File: src/rtl/rfsh_pkg.sv
`timescale 1ns/1ps
package rfsh_pkg;

    typedef struct packed {
        logic cke;
        logic cs_n;
        logic ras_n;
        logic cas_n;
        logic we_n;
        logic a10;
    } dcmd_t;

    localparam dcmd_t CMD_DESEL  = '{cke: 1'b1, cs_n: 1'b1, ras_n: 1'b1, cas_n: 1'b1, we_n: 1'b1, a10: 1'b0};
    localparam dcmd_t CMD_PREALL = '{cke: 1'b1, cs_n: 1'b0, ras_n: 1'b0, cas_n: 1'b1, we_n: 1'b0, a10: 1'b1};
    localparam dcmd_t CMD_AREF   = '{cke: 1'b1, cs_n: 1'b0, ras_n: 1'b0, cas_n: 1'b0, we_n: 1'b1, a10: 1'b0};
    localparam dcmd_t CMD_SRENT  = '{cke: 1'b0, cs_n: 1'b0, ras_n: 1'b0, cas_n: 1'b0, we_n: 1'b1, a10: 1'b0};
    localparam dcmd_t CMD_SLEEP  = '{cke: 1'b0, cs_n: 1'b1, ras_n: 1'b1, cas_n: 1'b1, we_n: 1'b1, a10: 1'b0};

    typedef enum logic [3:0] {
        ST_IDLE,
        ST_PREALL,
        ST_PRE_WAIT,
        ST_AREF,
        ST_AREF_WAIT,
        ST_SR_ENTER,
        ST_SR_HOLD,
        ST_SR_WAKE,
        ST_WAKE_WAIT
    } rs_state_t;

    function automatic int ps_to_cyc(input int ps, input int clk_ps);
        return (ps + clk_ps - 1) / clk_ps;
    endfunction

endpackage

File: src/rtl/rfsh_tick.sv
`timescale 1ns/1ps
module rfsh_tick #(
    parameter int PERIOD = 2600
) (
    input  logic clk,
    input  logic rst_n,
    input  logic hold,
    output logic tick
);
    localparam int W = $clog2(PERIOD + 1);
    localparam logic [W-1:0] LAST = W'(PERIOD - 1);

    logic [W-1:0] cnt;

    assign tick = !hold && (cnt == LAST);

    always_ff @(posedge clk or negedge rst_n) begin
        if (!rst_n) begin
            cnt <= '0;
        end else if (hold || cnt == LAST) begin
            cnt <= '0;
        end else begin
            cnt <= cnt + 1'b1;
        end
    end
endmodule

File: src/rtl/rfsh_debt.sv
`timescale 1ns/1ps
module rfsh_debt #(
    parameter int MAX = 8,
    parameter int W   = 4
) (
    input  logic         clk,
    input  logic         rst_n,
    input  logic         clear,
    input  logic         inc,
    input  logic         dec,
    output logic [W-1:0] count,
    output logic         full
);
    localparam logic [W-1:0] TOP = W'(MAX);

    assign full = (count == TOP);

    always_ff @(posedge clk or negedge rst_n) begin
        if (!rst_n) begin
            count <= '0;
        end else if (clear) begin
            count <= '0;
        end else begin
            unique case ({inc, dec})
                2'b10: if (!full) count <= count + 1'b1;
                2'b01: if (count != '0) count <= count - 1'b1;
                default: count <= count;
            endcase
        end
    end
endmodule

File: src/rtl/rfsh_down.sv
`timescale 1ns/1ps
module rfsh_down #(
    parameter int W = 8
) (
    input  logic         clk,
    input  logic         rst_n,
    input  logic         load,
    input  logic [W-1:0] load_val,
    output logic         zero
);
    logic [W-1:0] cnt;

    assign zero = (cnt == '0);

    always_ff @(posedge clk or negedge rst_n) begin
        if (!rst_n) begin
            cnt <= '0;
        end else if (load) begin
            cnt <= load_val;
        end else if (cnt != '0) begin
            cnt <= cnt - 1'b1;
        end
    end
endmodule

File: src/rtl/rfsh_sched.sv
`timescale 1ns/1ps
module rfsh_sched
    import rfsh_pkg::*;
#(
    parameter int CLK_PS   = 6000,
    parameter int REFI_PS  = 15600000,
    parameter int TRP_PS   = 18000,
    parameter int TRFC_PS  = 72000,
    parameter int XSNR_PS  = 75000,
    parameter int XSRD_CYC = 200,
    parameter int DEBT_MAX = 8,
    parameter int BANKS    = 4,
    parameter int DEBT_W   = $clog2(DEBT_MAX + 1)
) (
    input  logic              clk,
    input  logic              rst_n,
    input  logic [BANKS-1:0]  bank_open,
    input  logic              sr_req,
    input  logic              arb_gnt,
    output logic              arb_req,
    output logic              arb_urgent,
    output logic              bus_own,
    output logic              rd_ok,
    output logic [DEBT_W-1:0] debt,
    output logic              cke,
    output logic              cs_n,
    output logic              ras_n,
    output logic              cas_n,
    output logic              we_n,
    output logic              a10
);
    localparam int REFI_CYC = ps_to_cyc(REFI_PS, CLK_PS);
    localparam int TRP_CYC  = ps_to_cyc(TRP_PS, CLK_PS);
    localparam int TRFC_CYC = ps_to_cyc(TRFC_PS, CLK_PS);
    localparam int XSNR_CYC = ps_to_cyc(XSNR_PS, CLK_PS);
    localparam int WMAX_A   = (TRFC_CYC > TRP_CYC) ? TRFC_CYC : TRP_CYC;
    localparam int WMAX     = (XSNR_CYC > WMAX_A) ? XSNR_CYC : WMAX_A;
    localparam int WAIT_W   = $clog2(WMAX + 1);
    localparam int RD_W     = $clog2(XSRD_CYC + 1);

    rs_state_t state, nxt, clean_nxt;
    dcmd_t     cmd;

    logic              tick, in_sr, debt_full;
    logic              wt_load, wt_zero, rd_load;
    logic [WAIT_W-1:0] wt_val;

    // interval timer, frozen while the device refreshes itself
    assign in_sr = (state == ST_SR_ENTER) || (state == ST_SR_HOLD) ||
                   (state == ST_SR_WAKE)  || (state == ST_WAKE_WAIT);

    rfsh_tick #(.PERIOD(REFI_CYC)) u_tick (
        .clk   (clk),
        .rst_n (rst_n),
        .hold  (in_sr),
        .tick  (tick)
    );

    rfsh_debt #(.MAX(DEBT_MAX), .W(DEBT_W)) u_debt (
        .clk   (clk),
        .rst_n (rst_n),
        .clear (state == ST_SR_ENTER),
        .inc   (tick),
        .dec   (state == ST_AREF),
        .count (debt),
        .full  (debt_full)
    );

    // shared wait timer for precharge, refresh recovery and wake
    always_comb begin
        wt_load = 1'b0;
        wt_val  = '0;
        unique case (state)
            ST_PREALL: begin wt_load = 1'b1; wt_val = WAIT_W'(TRP_CYC - 2);  end
            ST_AREF:   begin wt_load = 1'b1; wt_val = WAIT_W'(TRFC_CYC - 2); end
            ST_SR_WAKE: begin wt_load = 1'b1; wt_val = WAIT_W'(XSNR_CYC - 2); end
            default: ;
        endcase
    end

    rfsh_down #(.W(WAIT_W)) u_wait (
        .clk      (clk),
        .rst_n    (rst_n),
        .load     (wt_load),
        .load_val (wt_val),
        .zero     (wt_zero)
    );

    // read hold: reloaded through entry, sleep and the wake cycle
    assign rd_load = (state == ST_SR_ENTER) || (state == ST_SR_HOLD) || (state == ST_SR_WAKE);

    rfsh_down #(.W(RD_W)) u_rdhold (
        .clk      (clk),
        .rst_n    (rst_n),
        .load     (rd_load),
        .load_val (RD_W'(XSRD_CYC - 1)),
        .zero     (rd_ok)
    );

    assign arb_req    = (state == ST_IDLE) && (sr_req || (debt != '0));
    assign arb_urgent = debt_full;

    // where to go once every bank is known to be closed
    always_comb begin
        if (sr_req)            clean_nxt = ST_SR_ENTER;
        else if (debt != '0)   clean_nxt = ST_AREF;
        else                   clean_nxt = ST_IDLE;
    end

    always_comb begin
        nxt = state;
        unique case (state)
            ST_IDLE:
                if (arb_req && arb_gnt) nxt = (|bank_open) ? ST_PREALL : clean_nxt;
            ST_PREALL:    nxt = ST_PRE_WAIT;
            ST_PRE_WAIT:  if (wt_zero) nxt = clean_nxt;
            ST_AREF:      nxt = ST_AREF_WAIT;
            ST_AREF_WAIT: if (wt_zero) nxt = clean_nxt;
            ST_SR_ENTER:  nxt = ST_SR_HOLD;
            ST_SR_HOLD:   if (!sr_req) nxt = ST_SR_WAKE;
            ST_SR_WAKE:   nxt = ST_WAKE_WAIT;
            ST_WAKE_WAIT: if (wt_zero) nxt = ST_IDLE;
            default:      nxt = ST_IDLE;
        endcase
    end

    always_ff @(posedge clk or negedge rst_n) begin
        if (!rst_n) state <= ST_IDLE;
        else        state <= nxt;
    end

    always_comb begin
        cmd     = CMD_DESEL;
        bus_own = 1'b1;
        unique case (state)
            ST_IDLE:      bus_own = 1'b0;
            ST_PREALL:    cmd = CMD_PREALL;
            ST_AREF:      cmd = CMD_AREF;
            ST_SR_ENTER:  cmd = CMD_SRENT;
            ST_SR_HOLD:   cmd = CMD_SLEEP;
            ST_PRE_WAIT, ST_AREF_WAIT, ST_SR_WAKE, ST_WAKE_WAIT: cmd = CMD_DESEL;
            default: begin cmd = CMD_DESEL; bus_own = 1'b0; end
        endcase
    end

    assign cke   = cmd.cke;
    assign cs_n  = cmd.cs_n;
    assign ras_n = cmd.ras_n;
    assign cas_n = cmd.cas_n;
    assign we_n  = cmd.we_n;
    assign a10   = cmd.a10;

endmodule

File: config.mk
export PLATFORM = sky130hd
export DESIGN_NAME = rfsh_sched
export DESIGN_NICKNAME = d
export VERILOG_FILES = /design/src/rtl/rfsh_pkg.sv /design/src/rtl/rfsh_tick.sv /design/src/rtl/rfsh_debt.sv /design/src/rtl/rfsh_down.sv /design/src/rtl/rfsh_sched.sv
export SDC_FILE = /design/constraint.sdc
export NUM_CORES = 1
export LEC_CHECK = 0
export BUFFER_PORTS_ARGS = -buffer_cell sky130_fd_sc_hd__buf_2
export CORE_MARGIN = 1
export CORE_UTILIZATION = 55
export CTS_CLUSTER_DIAMETER = 50
export CTS_CLUSTER_SIZE = 25
export DETAILED_ROUTE_END_ITERATION = 6
export PLACE_DENSITY = 0.76
export SLEW_MARGIN = 25
export SYNTH_ARGS = -nofsm -noshare
export SYNTH_HDL_FRONTEND = slang
export SYNTH_SLANG_ARGS = --single-unit
File: constraint.sdc
create_clock -name clk -period 3.65 [get_ports clk]
set_input_delay 0.73 -clock clk [delete_from_list [all_inputs] [get_ports clk]]
set_output_delay 0.73 -clock clk [all_outputs]
set_load 0.01 [all_outputs]
==> flow_summary.ini <==
[run_status]
status = finished, final reports clean

[pwr]
p_per_area_mw_per_mm2 = 822
vdd_drop_max_mv = 0.476
leakagePower_nw = 0.940

[layout]
diodes = 0
final_nets = 245
drive_above_1_share_pct = 17.0
layout.cells.non_filler = 275
area_growth_pct = 9.56
layout_common_cells = dfrtp_1, nor2_1, buf_2
layout_commonest_cell = dfrtp_1

[sta]
final.setup.tns_ns = 0
finalClockSkew_ns = 0.00493
tightest_slew_ns = 0.705
finalCriticalPeriod_ns = 3.01
setup_viol = 0
final_min_period_over_clock_period_pct = 82.6
slew_headroom_pct = 52.9
slew_viol_final = 0
finalHoldViolations = 0
rsz0062_at_grt = no
timing.fmax_ghz = 0.332
whs_ns = 0.444

[clock_network]
clock_path_buffers = 2
cts_made_buffers = 5
cts_root_buffer = clkbuf_4
cts-hold-fix-buffers = 0
cts.sinks = 32
cts_tree = built
cts_setup_buffers = 0
cts_resized = 0
ctsHtreeMaxLevel = 2
clock_latency_ns = 0.32
clk_pin_slew_ns = 0.09

[placed_design]
port_buffers = 21
gp_congestion = 0.760
dpl.cell_count = 267
hpwl_um = 2590

[detailed_routing]
vias = 1530
wirelength_um = 3600
drtIter0Drc = 40
post-route-drc-count = 0
postRouteAntennaNets = 0
dr_wl_met2_um = 1740
m1WireLength_um = 1700
wl_per_cell_um = 13.1
dr.pass1.iters = 4
top_layer = met4
via_per_inst = 5.56
wl_met3_um = 116

[synthesis]
yosys_warnings = 0
yosysTopAreaCell = dfrtp_1
synth_ff_type = dfrtp_1
avgSynthCellArea_um2 = 9.42
synth_nets = 224
yosysSeqAreaShare_pct = 41.1
netlist_instances = 207
netlist-cell-type-count = 48
synth-edff-count = 0
synthArstFlopShare_pct = 100
yosys.area.top_type_share_pct = 41.1
ys_ff_latch = 32
syn-cell-area_mm2 = 0.00195
yosys-top-cells-area = dfrtp_1, xnor2_1, nor2_1

[worst_setup_path]
cp_common_cell = ha_1
crit_chain = ha_1 -> nand2_1 -> nor3b_1 -> nand4_1 -> a211o_1 -> ha_1 -> ha_1 -> a21o_1 -> a21oi_1 -> xor2_1 -> or3_1 -> a21oi_1
crit_arrival_ns = 3.26
path_class = reg2reg
cp_max_fo = 5
r2r_cells = 12
cp_data_required_time_ns = 3.90
slowest_delay_ns = 0.41
startpoint_type = flip-flop
critPathCaptureType = flip-flop
worst_path_max_delay_cell = dfrtp_1

[global_route]
gr-total-overflow = 0
grt_usage_pct = 21.8
grt_pass1_vias = 1330
antenna_found_initial = 0
grt_start_max_net_pins = 33
grt_pass1_wl_um = 5950

[floorplanning]
fp.dieArea_mm2 = 0.00379
boundaryPins = 22
std_cell_rows = 21
initial_core_util_pct = 58.0
die_x_um = 61.6
die_y_um = 61.6
core_area_mm2 = 0.00336

[worst_hold_path]
hold_class = in2async

[job]
drv_cap = 0
## synthesized netlist by cell type (5+ instances only)
library cell / number
dfrtp_1: 32
o21ai_0: 5
nand2_1: 16
a21oi_1: 12
xor2_1: 8
xnor2_1: 14
inv_1: 9
ha_1: 8
nand3_1: 8
nor2_1: 28
## state kept, by name, indices dropped and copies added, names as in the netlist
register and cells:
u_debt.count 4, u_tick.cnt 12, u_rdhold.cnt 8, state 4
u_wait.cnt 4
## cells by family after synthesis
family / Yosys count / share of synthesized area, %
compound gates: 34 / 11.7
buf+inv: 18 / 4.10
flops: 32 / 41.1
fa+ha+maj: 9 / 6.16
mux: 3 / 2.05
simple gates: 89 / 25.0
xor+xnor: 22 / 9.88
## through the flow
stage | instance area [um^2] | setup WS, ns | util (%) | total power [mW]
4_1_cts | 2140 | 0.623 | 63.5 | 1.77
5_1_grt | 2140 | 0.403 | 63.5 | 1.92
2_1_floorplan | 1950 | 0.950 | - | 1.34
3_3_place_gp | 2080 | 0.848 | 61.8 | 1.54
3_5_place_dp | 2080 | 0.641 | 61.8 | 1.56
6_report | 2140 | 0.635 | 63.5 | 1.76
## metal layers
layer	up-vias	GRT usage, %
li1	763	-
met1	728	28.7
met2	34	34.7
met3	5	5.04
met4	0	8.57
met5	-	0
## final timing paths
path	startpoint	to	slack, ns
min in group clk	u_rdhold.cnt[7]	u_rdhold.cnt[7]	0.50
hold / removal	rst_n	u_rdhold.cnt[5]	0.44
setup reg to reg	u_tick.cnt[0]	u_debt.count[3]	0.64
hold reg to reg	u_rdhold.cnt[7]	u_rdhold.cnt[7]	0.50
setup / recovery	u_tick.cnt[0]	u_debt.count[3]	0.64
max in group asynchronous	rst_n	u_rdhold.cnt[1]	2.77
## area by class of cell
class	count	area [um^2]
Fill cell	312	1230
Multi-Input combinational cell	157	1070
Sequential cell	32	801
Timing Repair Buffer	22	113
Clock buffer	8	58.8
Tap cell	46	57.6
Inverter	10	37.5
## power breakdown
part           internal, mW  switching, mW  total [mW]  leakage [nW]
sequential            0.478          0.190       0.667         0.404
clock                0.0950          0.112       0.207        0.0326
combinational         0.409          0.473       0.882         0.504
## critical path, delay by kind of cell, from the launching register on
family	cells	cell delay [ns]
xor gates and xnor gates	1	0.09
and+or+nand+nor	4	0.83
AOI/OAI and AO/OA	4	0.80
adders and majority gates	3	0.81
DFF	1	0.41
No activity file was read; power rests on OpenSTA's default activity.
